--- config.mk ---
export PLATFORM = sky130hd
export DESIGN_NAME = cp_ctx_save_seq
export DESIGN_NICKNAME = d
export VERILOG_FILES = /design/src/rtl/cp_save_pkg.sv /design/src/rtl/cp_fmt_decode.sv /design/src/rtl/cp_xfer_ctr.sv /design/src/rtl/cp_ctx_save_seq.sv
export SDC_FILE = /design/constraint.sdc
export NUM_CORES = 1
export LEC_CHECK = 0
export BUFFER_PORTS_ARGS = -buffer_cell sky130_fd_sc_hd__buf_4
export CAP_MARGIN = 0
export CORE_MARGIN = 1.5
export CORE_UTILIZATION = 48
export CTS_BUF_LIST = sky130_fd_sc_hd__clkbuf_16
export DETAILED_ROUTE_END_ITERATION = 12
export PLACE_DENSITY = 0.8
export SLEW_MARGIN = 15
export SYNTH_ARGS = -nofsm -noshare
export SYNTH_HDL_FRONTEND = slang
export SYNTH_SLANG_ARGS = --single-unit
--- constraint.sdc ---
create_clock -name clk_i -period 2.67 [get_ports clk_i]
set_input_delay 0 -clock clk_i [delete_from_list [all_inputs] [get_ports clk_i]]
set_output_delay 0 -clock clk_i [all_outputs]
set_load 0.01 [all_outputs]
--- src/rtl/cp_save_pkg.sv ---
package cp_save_pkg;
  localparam int unsigned WORD_W = 32;
  localparam int unsigned LEN_W  = 8;
  localparam int unsigned CNT_W  = LEN_W - 2;

  localparam logic [7:0] CODE_EMPTY   = 8'h00;
  localparam logic [7:0] CODE_NOTRDY  = 8'h01;
  localparam logic [7:0] CODE_INVALID = 8'h0F;
  localparam logic [WORD_W-1:0] ABORT_MASK = 32'h0000_0001;

  localparam logic [1:0] SEL_SAVE = 2'd0;
  localparam logic [1:0] SEL_CTRL = 2'd1;
  localparam logic [1:0] SEL_OPND = 2'd2;

  typedef enum logic [1:0] {FK_NOTRDY, FK_BAD, FK_EMPTY, FK_DATA} fmt_kind_e;

  typedef enum logic [3:0] {
    S_IDLE, S_RD_SAVE, S_IRQ, S_WR_FMT, S_RD_OP, S_WR_DAT,
    S_ABORT, S_DONE, S_FERR, S_PERR
  } state_e;
endpackage

--- src/rtl/cp_fmt_decode.sv ---
module cp_fmt_decode
  import cp_save_pkg::*;
(
  input  logic [15:0]      hdr_i,   // format word bits [31:16]
  output fmt_kind_e        kind_o,
  output logic [CNT_W-1:0] nwords_o
);
  logic [7:0] code;
  logic [LEN_W-1:0] len;
  assign code = hdr_i[15:8];
  assign len  = hdr_i[LEN_W-1:0];

  // not-ready wins, then invalid, then empty / zero length
  always_comb begin
    nwords_o = '0;
    if (code == CODE_NOTRDY) begin
      kind_o = FK_NOTRDY;
    end else if (code == CODE_INVALID || len[1:0] != 2'b00) begin
      kind_o = FK_BAD;
    end else if (code == CODE_EMPTY || len == '0) begin
      kind_o = FK_EMPTY;
    end else begin
      kind_o   = FK_DATA;
      nwords_o = len[LEN_W-1:2];
    end
  end
endmodule

--- src/rtl/cp_xfer_ctr.sv ---
module cp_xfer_ctr #(
  parameter int unsigned AW = 32,
  parameter int unsigned CW = 6
) (
  input  logic          clk_i,
  input  logic          rst_ni,
  input  logic          ld_addr_i,
  input  logic [AW-1:0] base_i,
  input  logic          adv_i,
  input  logic          ld_cnt_i,
  input  logic [CW-1:0] cnt_i,
  input  logic          dec_i,
  output logic [AW-1:0] addr_o,
  output logic          zero_o,
  output logic          last_o
);
  localparam logic [AW-1:0] STEP = AW'(4);

  logic [AW-1:0] addr_q;
  logic [CW-1:0] cnt_q;

  always_ff @(posedge clk_i or negedge rst_ni) begin
    if (!rst_ni) begin
      addr_q <= '0;
    end else if (ld_addr_i) begin
      addr_q <= base_i;
    end else if (adv_i) begin
      addr_q <= addr_q + STEP;
    end
  end

  always_ff @(posedge clk_i or negedge rst_ni) begin
    if (!rst_ni) begin
      cnt_q <= '0;
    end else if (ld_cnt_i) begin
      cnt_q <= cnt_i;
    end else if (dec_i) begin
      cnt_q <= cnt_q - CW'(1);
    end
  end

  assign addr_o = addr_q;
  assign zero_o = (cnt_q == '0);
  assign last_o = (cnt_q == CW'(1));
endmodule

--- src/rtl/cp_ctx_save_seq.sv ---
module cp_ctx_save_seq
  import cp_save_pkg::*;
#(
  parameter int unsigned AW = 32
) (
  input  logic              clk_i,
  input  logic              rst_ni,
  input  logic              start_i,
  input  logic              super_i,
  input  logic [AW-1:0]     ea_i,
  input  logic              irq_pend_i,
  output logic              irq_svc_o,
  input  logic              irq_ack_i,
  output logic              cir_valid_o,
  input  logic              cir_ready_i,
  output logic [1:0]        cir_sel_o,
  output logic              cir_we_o,
  output logic [WORD_W-1:0] cir_wdata_o,
  input  logic [WORD_W-1:0] cir_rdata_i,
  output logic              mem_valid_o,
  input  logic              mem_ready_i,
  output logic [AW-1:0]     mem_addr_o,
  output logic [WORD_W-1:0] mem_wdata_o,
  output logic              busy_o,
  output logic              done_o,
  output logic              priv_err_o,
  output logic              fmt_err_o
);
  state_e state_q, state_d;
  logic [WORD_W-1:0] word_q;
  logic cap_word;
  logic ld_addr, adv, ld_cnt, dec, cnt_zero, cnt_last;
  fmt_kind_e kind;
  logic [CNT_W-1:0] nwords;
  logic cir_hs, mem_hs;

  cp_fmt_decode u_dec (
    .hdr_i    (cir_rdata_i[WORD_W-1:WORD_W-16]),
    .kind_o   (kind),
    .nwords_o (nwords)
  );

  cp_xfer_ctr #(.AW(AW), .CW(CNT_W)) u_ctr (
    .clk_i     (clk_i),
    .rst_ni    (rst_ni),
    .ld_addr_i (ld_addr),
    .base_i    (ea_i),
    .adv_i     (adv),
    .ld_cnt_i  (ld_cnt),
    .cnt_i     (nwords),
    .dec_i     (dec),
    .addr_o    (mem_addr_o),
    .zero_o    (cnt_zero),
    .last_o    (cnt_last)
  );

  assign cir_hs = cir_valid_o && cir_ready_i;
  assign mem_hs = mem_valid_o && mem_ready_i;

  always_comb begin
    state_d     = state_q;
    cir_valid_o = 1'b0;
    cir_sel_o   = SEL_SAVE;
    cir_we_o    = 1'b0;
    mem_valid_o = 1'b0;
    irq_svc_o   = 1'b0;
    cap_word    = 1'b0;
    ld_addr     = 1'b0;
    adv         = 1'b0;
    ld_cnt      = 1'b0;
    dec         = 1'b0;
    unique case (state_q)
      S_IDLE: begin
        if (start_i) begin
          ld_addr = 1'b1;
          state_d = super_i ? S_RD_SAVE : S_PERR;
        end
      end
      S_RD_SAVE: begin
        cir_valid_o = 1'b1;
        if (cir_hs) begin
          unique case (kind)
            FK_NOTRDY: state_d = irq_pend_i ? S_IRQ : S_RD_SAVE;
            FK_BAD:    state_d = S_ABORT;
            default: begin
              cap_word = 1'b1;
              ld_cnt   = 1'b1;
              state_d  = S_WR_FMT;
            end
          endcase
        end
      end
      S_IRQ: begin
        irq_svc_o = 1'b1;
        if (irq_ack_i) state_d = S_RD_SAVE;
      end
      S_WR_FMT: begin
        mem_valid_o = 1'b1;
        if (mem_hs) begin
          adv     = 1'b1;
          state_d = cnt_zero ? S_DONE : S_RD_OP;
        end
      end
      S_RD_OP: begin
        cir_valid_o = 1'b1;
        cir_sel_o   = SEL_OPND;
        if (cir_hs) begin
          cap_word = 1'b1;
          state_d  = S_WR_DAT;
        end
      end
      S_WR_DAT: begin
        mem_valid_o = 1'b1;
        if (mem_hs) begin
          adv     = 1'b1;
          dec     = 1'b1;
          state_d = cnt_last ? S_DONE : S_RD_OP;
        end
      end
      S_ABORT: begin
        cir_valid_o = 1'b1;
        cir_sel_o   = SEL_CTRL;
        cir_we_o    = 1'b1;
        if (cir_hs) state_d = S_FERR;
      end
      default: state_d = S_IDLE;  // result states last one cycle
    endcase
  end

  always_ff @(posedge clk_i or negedge rst_ni) begin
    if (!rst_ni) state_q <= S_IDLE;
    else         state_q <= state_d;
  end

  always_ff @(posedge clk_i or negedge rst_ni) begin
    if (!rst_ni)       word_q <= '0;
    else if (cap_word) word_q <= cir_rdata_i;
  end

  assign mem_wdata_o = word_q;
  assign cir_wdata_o = (state_q == S_ABORT) ? ABORT_MASK : '0;
  assign busy_o      = (state_q != S_IDLE);
  assign done_o      = (state_q == S_DONE);
  assign fmt_err_o   = (state_q == S_FERR);
  assign priv_err_o  = (state_q == S_PERR);
endmodule

# Word level (Yosys, flattened, before mapping)
# Index checks and enable logic that the tools add are counted.
# op_classes
n_mux	39
n_eq_ne	20
addsub	2
n_reduce_logical	17
# ops
cell	count
$mux 32	2
$add 32x3->32 const B	1
$mux 4	8
$mux 6	5
$pmux 4 s7	1
$eq 4x3->1 const B	4
$logic_not 8->1	2
$mux 1	15
$ne 2x2->1 const B	7
$mux 2	5
$eq 4x2->1 const B	2
$eq 4x4->1 const B	2
$eq 8x1->1 const B	1
$eq 8x4->1 const B	1
$reduce_and 7->1	1
$eq 6x1->1 const B	1
$logic_not 6->1	1
$pmux 3 s2	1
$reduce_bool 2->1	3
$sub 6x1->6 const B	1
$eq 4x1->1 const B	1
$logic_not 4->1	1
$pmux 2 s2	1
$reduce_bool 4->1	1
7 further kinds	10
# totals
wordCells	82
output_inout_bits	106
in_bits	72
register_bits	74

# Logic depth before layout (Yosys ltp)
# Gate-level depths: netlist (run 1).
# depth
ltp_word	11
depth_mapped	8
mapped_depth_nobuf	6

# Hierarchy
# From an unflattened synthesis (run 1), not the netlist that was laid out.
# hier_totals
hier_cells	445
hier_area_um2	4475.5
# modules_own_cells
module	n_inst	cells_each	area_each_um2	seq_area_each_um2
cp_xfer_ctr	1	247	2208.4	950.9
cp_ctx_save_seq	1	174	2054.5	900.9
cp_fmt_decode	1	24	212.7	0.0

# Worst setup path before layout (run 1)
# OpenSTA, ideal clock, no wires.
# synth_path
path_type	reg-to-reg
start	register state_q[3]
end	register u_ctr.addr_q[23], in the netlist u_ctr.addr_o[23]
required_time_ps	2584
stages_incl_launch_ff	8
t_arrival_ps	1838
setup_slack_ps	746
path_buffers	2
period_less_slack_ps	1924
setup_ps	86
path_cell_list	dfrtp_1 -> nand2b_1 -> or4_1 -> buf_2 -> buf_6 -> nor4_2 -> nor3_1 -> nor3_1
# synth_between
elab_chain_len	7
word_cells_on_any_way	11
classes_between	2 x eq/ne; 5 x mux; 4 x reduce/logical
# synth_rtl
item	line	text
start, declared	cp_ctx_save_seq.sv:29	state_e state_q, state_d;
start signal, assigned	cp_ctx_save_seq.sv:132	else state_q <= state_d;
$eq 4x3->1 / $eq 4x2->1 (equally long branches)	cp_ctx_save_seq.sv:72	unique case (state_q)
$reduce_or 2->1 (no source line)	n/a	
$mux 1	cp_ctx_save_seq.sv:72	
$logic_and 1x1->1	cp_ctx_save_seq.sv:58	assign mem_hs = mem_valid_o && mem_ready_i;
$mux 1	cp_ctx_save_seq.sv:99, cp_ctx_save_seq.sv:114	
$mux 1	n/a	
$reduce_bool 2->1 (no source line)	n/a	
end signal, assigned	cp_xfer_ctr.sv:26	addr_q <= base_i;
end signal, assigned	cp_xfer_ctr.sv:28	addr_q <= addr_q + STEP;
end, declared	cp_xfer_ctr.sv:19	logic [AW-1:0] addr_q;
# Several ways; a longest one is shown, not always the timed one.
# A chain may end at the register's enable or synchronous reset.

# Worst setup path after layout (run 1)
# layout_path
start	register state_q[0]
end	register u_ctr.addr_q[30], in the netlist u_ctr.addr_o[30]
# The elaborated chain is that of the path after synthesis.

==> run_results.csv, run 1 <==
group,metric,value,unit
outcome,status,"complete, no violations",
finish,diodes,0,
yosys,synth_cells,428,
critical_path,arrival,2.53,ns
floorplanning,core_area,8300,um2
clocking,cts_tree,"done",
routing,drtIter0Drc,198,
yosys,yosys_warnings,0,
timing,hold_viol,0,
finish,area_growth,48.4,%
min_path,hold_class,"in -> reg",
timing,setup-violations-final,0,
yosys,synth_area_leaders,"dfrtp_1, mux2_2, buf_4",
yosys,synth_edf_count,0,
finish,stdcell_area,6190,um2
yosys,synth_top_area_frac,0.444,
timing,slew_headroom,0.355,
finish,instances_no_fill,743,
critical_path,crit_slowest_cell,"or3_1",
critical_path,cp.buffers_inverters,0,
yosys,ys_seq_area_frac,0.444,
power,ir_drop,578,uV
floorplanning,rows,33,
finish,nFillCells,552,
global_route,grt_pass1_vias,3896,
critical_path,crit_start,"state_q[0]$_DFFE_PN0P_",
timing,drv_slew,0,
yosys,synth_fa_ha_area_frac,0.00900,
routing,num_vias,3895,
floorplanning,initial_core_util,0.502,
place,dp_cells,662,
timing,whs,0.0356,ns
yosys,synth-async-reset-ratio,1.00,
timing,period_needed,2.29,ns
yosys,yosysTopAreaCell,"dfrtp_1",
place,place_congestion,0.861,
place,hpwl,7.64,mm
clocking,clk_latency,0.33,ns
yosys,synth_compound_area_frac,0.0726,
global_route,grt_pass1_wl,18.5,mm
timing,fin_worst_skew,0.00611,ns
floorplanning,ioPinCount,178,
critical_path,startpoint_type,"register",
clocking,clk_path_buf_depth,2,
clocking,path_clk_slew,0.06,ns
place,port_buffers,146,
clocking,numCtsBuffers,9,
global_route,antenna_found_initial,0,
timing,fmax,0.436,GHz
yosys,synth-simple-area-share,0.200,
global_route,track_usage,0.263,
clocking,numClockSinks,74,
critical_path,crit_type,"reg -> reg",
global_route,grt_use_met3,0.0687,
routing,antenna_left,0,
yosys,ys_seq_elements,74,
clocking,postCtsSetupBuffers,0,
min_path,hp-start,"ea_i[23]",
floorplanning,die_h,96.2,um
critical_path,r2r-end,"u_ctr.addr_o[30]$_DFFE_PN0P_",
finish,layout.nets,708,
yosys,synth_top_family_by_area,"simple AND/OR/NAND/NOR gates",
min_path,hold_depth,3,
yosys,yosys.cell_count.top_type,"dfrtp_1",
floorplanning,die_area,9260,um2
critical_path,crit_family,"simple AND/OR/NAND/NOR gates",
routing,wl_per_cell,15.8,um
floorplanning,die_w,96.2,um
routing,drc_errors,0,
critical_path,r2r-start,"state_q[0]$_DFFE_PN0P_",
place,dpl-instance-area,5220,um2
clocking,cts_htree_levels,3,
critical_path,path_depth,4,
yosys,synth.avg_cell_area,9.74,um2
power,cellPowerDensity,1050,nW/um2
global_route,grt.overflow.total,0,
critical_path,path_max_fanout,16,
clocking,cts_root_buffer,"clkbuf_16",
routing,dr.pass1.iters,5,
timing,finalCritPeriodShare,0.859,
critical_path,regToRegSetupSlack,0.38,ns
finish,drive_gt1_frac,0.328,
min_path,whs_endpoint,"u_ctr.addr_o[23]$_DFFE_PN0P_",
yosys,synthMuxAreaShare,0.111,
global_route,grt_use_met2,0.461,
flow_run,maxCapViolations,0,
power,total_leakage_power,2.78,nW
critical_path,max_stage_delay,0.63,ns
global_route,busiest_layer,"met2",
critical_path,worst_setup_path_end_kind,"register",
yosys,synth-xor-area-share,0.0672,
clocking,cts_hold_buf,65,
critical_path,required,2.91,ns
routing,drt-vias-per-instance,5.24,
timing,worst_slew_pin_slew,0.967,ns
yosys,yosysUniqueCellTypes,47,
yosys,synth_top_flop_cell,"dfrtp_1",
timing,final.setup.tns,0,ns
critical_path,r2r_cells,4,
yosys,synth_area,4170,um2
timing,rsz0062_at_grt,"false",
global_route,met1_usage,0.298,
routing,routed_wl,11.7,mm
critical_path,path_cells,"nand2b_1, or3_1, or4_1, a31oi_1",
global_route,grt_max_degree,75,
clocking,ctsResizeCount,0,
yosys,synth.top_cells.by_count,"dfrtp_1, nand2_1, buf_4",
finish,final_util,0.746,
cells by family (layout without fill, tap and decap cells):
group                      after synthesis  count (layout)
DFF                                     74              74
other                                    1              31
and+or+nand+nor                        161             161
xor gates and xnor gates                32              32
buffers and inverters                   63             243
AOI/OAI and AO/OA                       52              52
muxes                                   42              42
adders and majority gates                3               3
power breakdown:
group          internal [mW]  leakage (nW)  switching, mW  total [mW]
sequential              1.69         0.894          0.542        2.23
combinational           1.58          1.74           1.42        3.00
clock                  0.816         0.149          0.475        1.29
total                   4.08          2.78           2.44        6.52
cells in the final DEF, fill, tap and decap left out, types with 3 or more instances in the layout:
| cell | synthesis | final |
|---|---|---|
| a21oi_1 | 7 | 7 |
| ha_1 | 3 | 3 |
| nand2b_1 | 5 | 5 |
| o21ai_0 | 20 | 20 |
| nor2_1 | 24 | 24 |
| and3_1 | 3 | 3 |
| nor4_2 | 4 | 4 |
| nand4_1 | 4 | 4 |
| dfrtp_1 | 74 | 74 |
| or3_1 | 4 | 4 |
| or4_1 | 3 | 3 |
| and4_1 | 4 | 4 |
| xnor2_1 | 30 | 30 |
| nand2_1 | 53 | 53 |
| a31oi_1 | 7 | 7 |
| nand3_1 | 16 | 16 |
| dlygate4sd3_1 | 0 | 65 |
| mux2i_1 | 8 | 8 |
| nor4_1 | 10 | 10 |
| buf_4 | 36 | 151 |
| nor3_1 | 17 | 17 |
| conb_1 | 1 | 31 |
| mux2_2 | 34 | 34 |
| clkbuf_16 | 0 | 9 |
| o21ai_1 | 7 | 6 |
| inv_1 | 10 | 10 |
routing by layer:
metal | vias up | wire (um)
met5 | - | 0
met4 | 0 | 236
met3 | 23 | 1050
met2 | 188 | 5870
met1 | 1833 | 4570
li1 | 1851 | -
state kept, by name, indices dropped and copies added, names as in the netlist:
register      flops
mem_wdata_o      32
u_ctr.cnt_q       6
u_ctr.addr_o     32
state_q           4
per-stage QoR:
stage | worst slack [ns] | power, mW
finish | 0.377 | 6.52
floorplan | 0.746 | 3.80
global route | 0.221 | 6.94
CTS | 0.388 | 6.50
global placement | 0.505 | 4.99
detailed placement | 0.398 | 5.11
worst max-delay path by stage:
stage / to / slack [ns]
6_report: u_ctr.addr_o[30]$_DFFE_PN0P_ / 0.38
4_1_cts: u_ctr.addr_o[30]$_DFFE_PN0P_ / 0.39
3_5_place_dp: u_ctr.addr_o[30]$_DFFE_PN0P_ / 0.40
5_1_grt: u_ctr.addr_o[26]$_DFFE_PN0P_ / 0.22
3_3_place_gp: u_ctr.addr_o[29]$_DFFE_PN0P_ / 0.51
2_1_floorplan: u_ctr.addr_o[23]$_DFFE_PN0P_ / 0.75
tightest hold or removal path: cells and delay by family:
family                 cells  cell delay [ns]
buffers and inverters      1             0.11
AND/OR/NAND/NOR            2             0.20
cell type report:
type                    instances  area, um2  share of cell area
inverters                      10       37.5             0.00607
clock inverters                 7       92.6              0.0150
clock buffers                   9        225              0.0364
flip-flops and latches         74       1850               0.299
repair buffers                217       1800               0.292
multi-input cells             321       2040               0.330
well taps                     105        131              0.0212
Power figures use the tool's default switching activity.
==> inputs of run 2 (changes only) <==
--- a/config.mk
+++ b/config.mk
@@ -6,11 +6,13 @@
 export NUM_CORES = 1
 export LEC_CHECK = 0
+export ABC_AREA = 1
+export ABC_CLOCK_PERIOD_IN_PS = 2670
 export BUFFER_PORTS_ARGS = -buffer_cell sky130_fd_sc_hd__buf_4
 export CAP_MARGIN = 0
 export CORE_MARGIN = 1.5
-export CORE_UTILIZATION = 48
+export CORE_UTILIZATION = 51
 export CTS_BUF_LIST = sky130_fd_sc_hd__clkbuf_16
 export DETAILED_ROUTE_END_ITERATION = 12
-export PLACE_DENSITY = 0.8
+export PLACE_DENSITY = 0.81
 export SLEW_MARGIN = 15
 export SYNTH_ARGS = -nofsm -noshare
==> constraint.sdc (replaced) <==
create_clock -name clk_i -period 2.67 [get_ports clk_i]
set_input_delay 0 -clock clk_i [delete_from_list [all_inputs] [get_ports clk_i]]
set_output_delay 0 -clock clk_i [all_outputs]
set_load 0.1 [all_outputs]
==> run_results.csv, run 2 <==
group,metric,value,unit
place,place_congestion,0.936,
critical_path,startpoint_type,"primary input",
clocking,path_clk_slew,0.06,ns
routing,drc_errors,0,
yosys,yosysUniqueCellTypes,31,
floorplanning,die_area,10600,um2
finish,diodes,0,
floorplanning,die_w,103,um
yosys,synth_area_leaders,"dfrtp_1, nand2_1, nor2_1",
yosys,synth_edf_count,0,
timing,setup-violations-final,0,
finish,final_common_cell,"nand2_1",
yosys,ys_seq_area_frac,0.365,
global_route,grt_max_degree,75,
routing,dr.pass1.iters,5,
floorplanning,die_h,103,um
timing,fin_worst_skew,0.00594,ns
yosys,synth.avg_cell_area,6.72,um2
critical_path,worst_setup_path_end_kind,"register",
finish,most-common-layout-cells,"nand2_1, buf_4, nor2_1",
timing,hold_viol,0,
critical_path,arrival,2.31,ns
clocking,numCtsBuffers,9,
clocking,clk_path_buf_depth,2,
clocking,cts_htree_levels,3,
timing,rsz0062_at_grt,"false",
critical_path,r2r-end,"u_ctr.cnt_q[0]$_DFFE_PN0P_",
floorplanning,initial_core_util,0.522,
outcome,status,"complete, no violations",
timing,slew_headroom,0.350,
routing,antenna_left,0,
yosys,synth-async-reset-ratio,1.00,
finish,multi_input_area,2710,um2
routing,drt-vias-per-instance,5.06,
timing,finalCritPeriodShare,0.796,
clocking,numClockSinks,74,
critical_path,r2r-start,"state_q[0]$_DFFE_PN0P_",
critical_path,endpoint,"u_ctr.cnt_q[0]$_DFFE_PN0P_",
flow_run,maxCapViolations,0,
floorplanning,core_area,9730,um2
critical_path,r2r_cells,9,
min_path,hold_class,"in -> reg",
yosys,yosys_warnings,0,
critical_path,crit_type,"in -> reg",
finish,instances_no_fill,1078,
critical_path,regToRegSetupSlack,0.66,ns
routing,num_vias,5450,
timing,drv_slew,0,
critical_path,path_max_fanout,39,
routing,wl_per_cell,14.0,um
clocking,cts_tree,"done",
finish,drive_gt1_frac,0.242,
finish,stdcell_area,6930,um2
clocking,cts_root_buffer,"clkbuf_16",
yosys,yosys.cell_count.top_type,"nand2_1",
yosys,synth.top_cells.by_count,"nand2_1, nor2_1, dfrtp_1",
clocking,clk_latency,0.33,ns
finish,area_growth,36.5,%
yosys,synth_top_flop_cell,"dfrtp_1",
global_route,grt_pass1_wl,23.8,mm
finish,nFillCells,825,
yosys,synth_cells,755,
floorplanning,ioPinCount,178,
finish,layout.nets,1015,
floorplanning,rows,36,
global_route,track_usage,0.290,
critical_path,required,2.86,ns
place,port_buffers,146,
global_route,grt.overflow.total,0,
yosys,yosysTopAreaCell,"dfrtp_1",
global_route,grt_pass1_vias,4981,
timing,period_needed,2.12,ns
routing,drtIter0Drc,398,
routing,routed_wl,15.1,mm
yosys,synth_area,5070,um2
timing,fmax,0.471,GHz
yosys,ys_seq_elements,74,
place,dp_cells,1013,
critical_path,crit_start,"cir_rdata_i[29]",
timing,final.setup.tns,0,ns
place,dpl-instance-area,6090,um2
clocking,postCtsSetupBuffers,0,
global_route,antenna_found_initial,0,
place,hpwl,9.82,mm
yosys,synth_top_area_frac,0.365,
timing,worst_slew_pin_slew,0.975,ns
finish,seq_area,1850,um2
## run 2: layout make-up
| cell class | instances | share of cell area |
|---|---|---|
| clock buffers | 9 | 0.0325 |
| clock inverters | 7 | 0.0168 |
| inverters | 62 | 0.0340 |
| multi-input cells | 595 | 0.391 |
| flip-flops and latches | 74 | 0.267 |
| well taps | 133 | 0.0240 |
| repair buffers | 198 | 0.234 |
## run 2: logic make-up after synthesis
group	Yosys count	share of synthesized area
xor+xnor	5	0.00863
simple gates	516	0.449
fa+ha+maj	3	0.00740
compound gates	40	0.0449
flops	74	0.365
buf+inv	116	0.124
other cells	1	0.000739
## run 2: layer usage
layer | vias up | part of all wire | routed length, um | track usage
li1 | 2669 | - | - | -
met1 | 2528 | 0.42 | 6370 | 0.374
met2 | 217 | 0.50 | 7530 | 0.492
met3 | 36 | 0.052 | 780 | 0.0373
met4 | 0 | 0.030 | 447 | 0.122
met5 | - | 0 | 0 | 0
## run 2: how the worst min path moves through the flow
stage / to / slack, ns / depth (start not counted) / from
4_1_cts: u_ctr.addr_o[18]$_DFFE_PN0P_ / 0.0002 / 5 / ea_i[18]
6_report: u_ctr.addr_o[29]$_DFFE_PN0P_ / 0.0003 / 5 / ea_i[29]
3_3_place_gp: mem_wdata_o[3]$_DFFE_PN0P_ / 0.20 / 3 / cir_rdata_i[3]
3_5_place_dp: mem_wdata_o[12]$_DFFE_PN0P_ / 0.20 / 3 / cir_rdata_i[12]
2_1_floorplan: mem_wdata_o[0]$_DFFE_PN0P_ / -0.30 / 0 / rst_ni
5_1_grt: u_ctr.addr_o[29]$_DFFE_PN0P_ / 0.02 / 5 / ea_i[29]
## run 2: stage by stage
stage	hold slack, ns	utilization	worst slack, ns
2_1_floorplan	-0.296	-	-0.351
3_3_place_gp	0.195	0.626	0.776
3_5_place_dp	0.199	0.626	0.749
4_1_cts	0.000171	0.712	0.695
5_1_grt	0.0190	0.712	0.379
6_report	0.000254	0.712	0.546
## run 2: critical path: stages
cell and delay, ns:
dlygate4sd3_1 0.57, buf_4 0.15, nor2_1 0.16, nand2_1 0.09, nor2_1 0.20, inv_1 0.10
nand3_2 0.10, buf_4 0.43, inv_1 0.24, nand2_1 0.14, o21ai_0 0.13
## run 2: what timing repair did
item	in CTS	in global routing
endpoints found under the hold margin	122	0
hold buffers	49	0
resized for setup	0	0
Power of run 2 is not shown: default switching activity piles up to over one toggle a cycle in this logic, so the estimate is an artifact.
==> inputs of run 3 (changes only) <==
- ABC_AREA: 1 -> 0
- ABC_CLOCK_PERIOD_IN_PS: 2670 -> 1900
- CORE_UTILIZATION: 51 -> 44
- PLACE_DENSITY: 0.81 -> 0.78
- clock period: 2.67 -> 1.9 ns (I/O delays scaled with it)
==> run_results.csv, run 3 (synthesized netlist as in run 1, its figures left out) <==
group,metric,value,unit
timing,setup_slack,-0.0457,ns
floorplanning,die_area,10100,um2
floorplanning,ioPinCount,178,
clocking,cts_tree,"done",
timing,hold_viol,0,
timing,fmax,0.514,GHz
clocking,clk_path_buf_depth,2,
timing,period_needed,1.95,ns
critical_path,arrival,2.15,ns
place,place_congestion,0.882,
routing,drc_errors,0,
clocking,path_clk_slew,0.05,ns
routing,drtIter0Drc,109,
routing,wl_per_cell,16.8,um
finish,final_util,0.758,
routing,num_vias,4031,
critical_path,max_stage_delay,0.53,ns
finish,diodes,0,
timing,rsz0062_at_grt,"true",
critical_path,required,2.10,ns
critical_path,path_depth,6,
critical_path,crit_family,"simple AND/OR/NAND/NOR gates",
critical_path,crit_top_cell,"xnor2_1",
floorplanning,initial_core_util,0.453,
finish,area_growth,67.2,%
clocking,clk_latency,0.33,ns
timing,fin_worst_skew,0.00755,ns
floorplanning,die_w,100,um
routing,drt-vias-per-instance,5.19,
critical_path,path_cells,"xnor2_1, or4_4, buf_12, nor4_4, xnor2_1, a21oi_1",
clocking,numClockSinks,74,
clocking,cts_root_buffer,"clkbuf_16",
critical_path,cp.buffers_inverters,1,
global_route,grt_pass1_wl,19.5,mm
critical_path,r2r_cells,6,
timing,setup-violations-final,1,
floorplanning,core_area,9200,um2
routing,routed_wl,13.0,mm
outcome,violations,"setup timing",
floorplanning,die_h,100,um
timing,slew_headroom,0.627,
place,port_buffers,146,
routing,dr.pass1.iters,4,
global_route,track_usage,0.248,
min_path,hold_class,"in -> reg",
finish,layout.nets,736,
flow_run,maxCapViolations,0,
finish,final_common_cell,"buf_4",
critical_path,path_max_fanout,7,
routing,antenna_left,0,
critical_path,startpoint_type,"register",
clocking,numCtsBuffers,9,
timing,finalCritPeriodShare,1.02,
outcome,status,"complete, but fails checks",
global_route,grt_pass1_vias,4109,
min_path,hold_depth,3,
critical_path,crit_slowest_cell,"or4_4",
timing,worst_slew_pin_slew,0.558,ns
finish,most-common-layout-cells,"buf_4, dlygate4sd3_1, nand2_1",
place,hpwl,8.12,mm
floorplanning,rows,35,
critical_path,crit_type,"reg -> reg",
finish,drive_gt1_frac,0.450,
critical_path,worst_setup_path_end_kind,"register",
global_route,grt.overflow.total,0,
timing,drv_slew,0,
global_route,grt_max_degree,42,
global_route,antenna_found_initial,0,
clocking,cts_htree_levels,3,
## run 3: cell types whose count changed in the layout (fill, tap and decap cells not counted), sizes merged, moves of 12 or more
cell         before  now
dlygate4sd3      49   64
mux2              0   34
buf             149  176
inv              63   10
xnor2             3   30
nor3              6   18
nor4              0   14
nand2           281   53
nor2            125   24
nand3            90   16
## run 3: final timing paths
| kind | startpoint | to | slack (ns) |
|---|---|---|---|
| min in group asynchronous | rst_ni | u_ctr.addr_o[31]$_DFFE_PN0P_ | 0.20 |
| max in group asynchronous | rst_ni | u_ctr.addr_o[2]$_DFFE_PN0P_ | 0.97 |
| worst min-delay path | super_i | state_q[3]$_DFFE_PN0P_ | 0.02 |
| worst min register to register | u_ctr.addr_o[1]$_DFFE_PN0P_ | u_ctr.addr_o[1]$_DFFE_PN0P_ | 0.50 |
| worst max register to register | state_q[1]$_DFFE_PN0P_ | u_ctr.addr_o[19]$_DFFE_PN0P_ | -0.05 |
| worst max-delay path | state_q[1]$_DFFE_PN0P_ | u_ctr.addr_o[19]$_DFFE_PN0P_ | -0.05 |
## run 3: through the flow
step | TNS (ns) | cell area [um2] | setup slack [ns] | hold slack (ns) | std cells
after floorplan | -8.78 | 4540 | -0.244 | -0.296 | 458
after global placement | 0 | 5660 | 0.00321 | 0.00595 | 691
after detailed placement | -0.357 | 5660 | -0.117 | 0.0152 | 691
after CTS | -0.0234 | 6690 | -0.0109 | 0.00718 | 772
after global routing | -0.687 | 6970 | -0.116 | 0.0309 | 777
final | -0.0457 | 6970 | -0.0457 | 0.0234 | 777
## run 3: routing by layer
layer / GRT usage / wire length [um] / part of all wire
met1: 0.267 / 5000 / 0.38
met2: 0.468 / 6850 / 0.53
met3: 0.0585 / 913 / 0.070
met4: 0.0953 / 246 / 0.019
met5: 0 / 0 / 0
## run 3: repair_timing
action | CTS | global route
pin swaps | 0 | 12
resized for setup | 8 | 35
hold buffers | 65 | 0
gates cloned | 0 | 5
endpoints found under the setup margin | 8 | 63
buffers inserted | 0 | 4
endpoints found under the hold margin | 109 | 0
## run 3: cell type report
type | instances | area, um2
fillers | 599 | 2220
repair buffers | 245 | 2160
flip-flops and latches | 74 | 1940
inverters | 10 | 37.5
clock buffers | 9 | 225
well taps | 111 | 139
multi-input cells | 321 | 2360
clock inverters | 7 | 118
## run 3: worst register-to-register path: stages, from the launching register on
cell and delay [ns]:
dfrtp_1 0.39, xnor2_1 0.16, or4_4 0.53, buf_12 0.17
nor4_4 0.28, xnor2_1 0.18, a21oi_1 0.10
Power of run 3 is left out for the same reason.
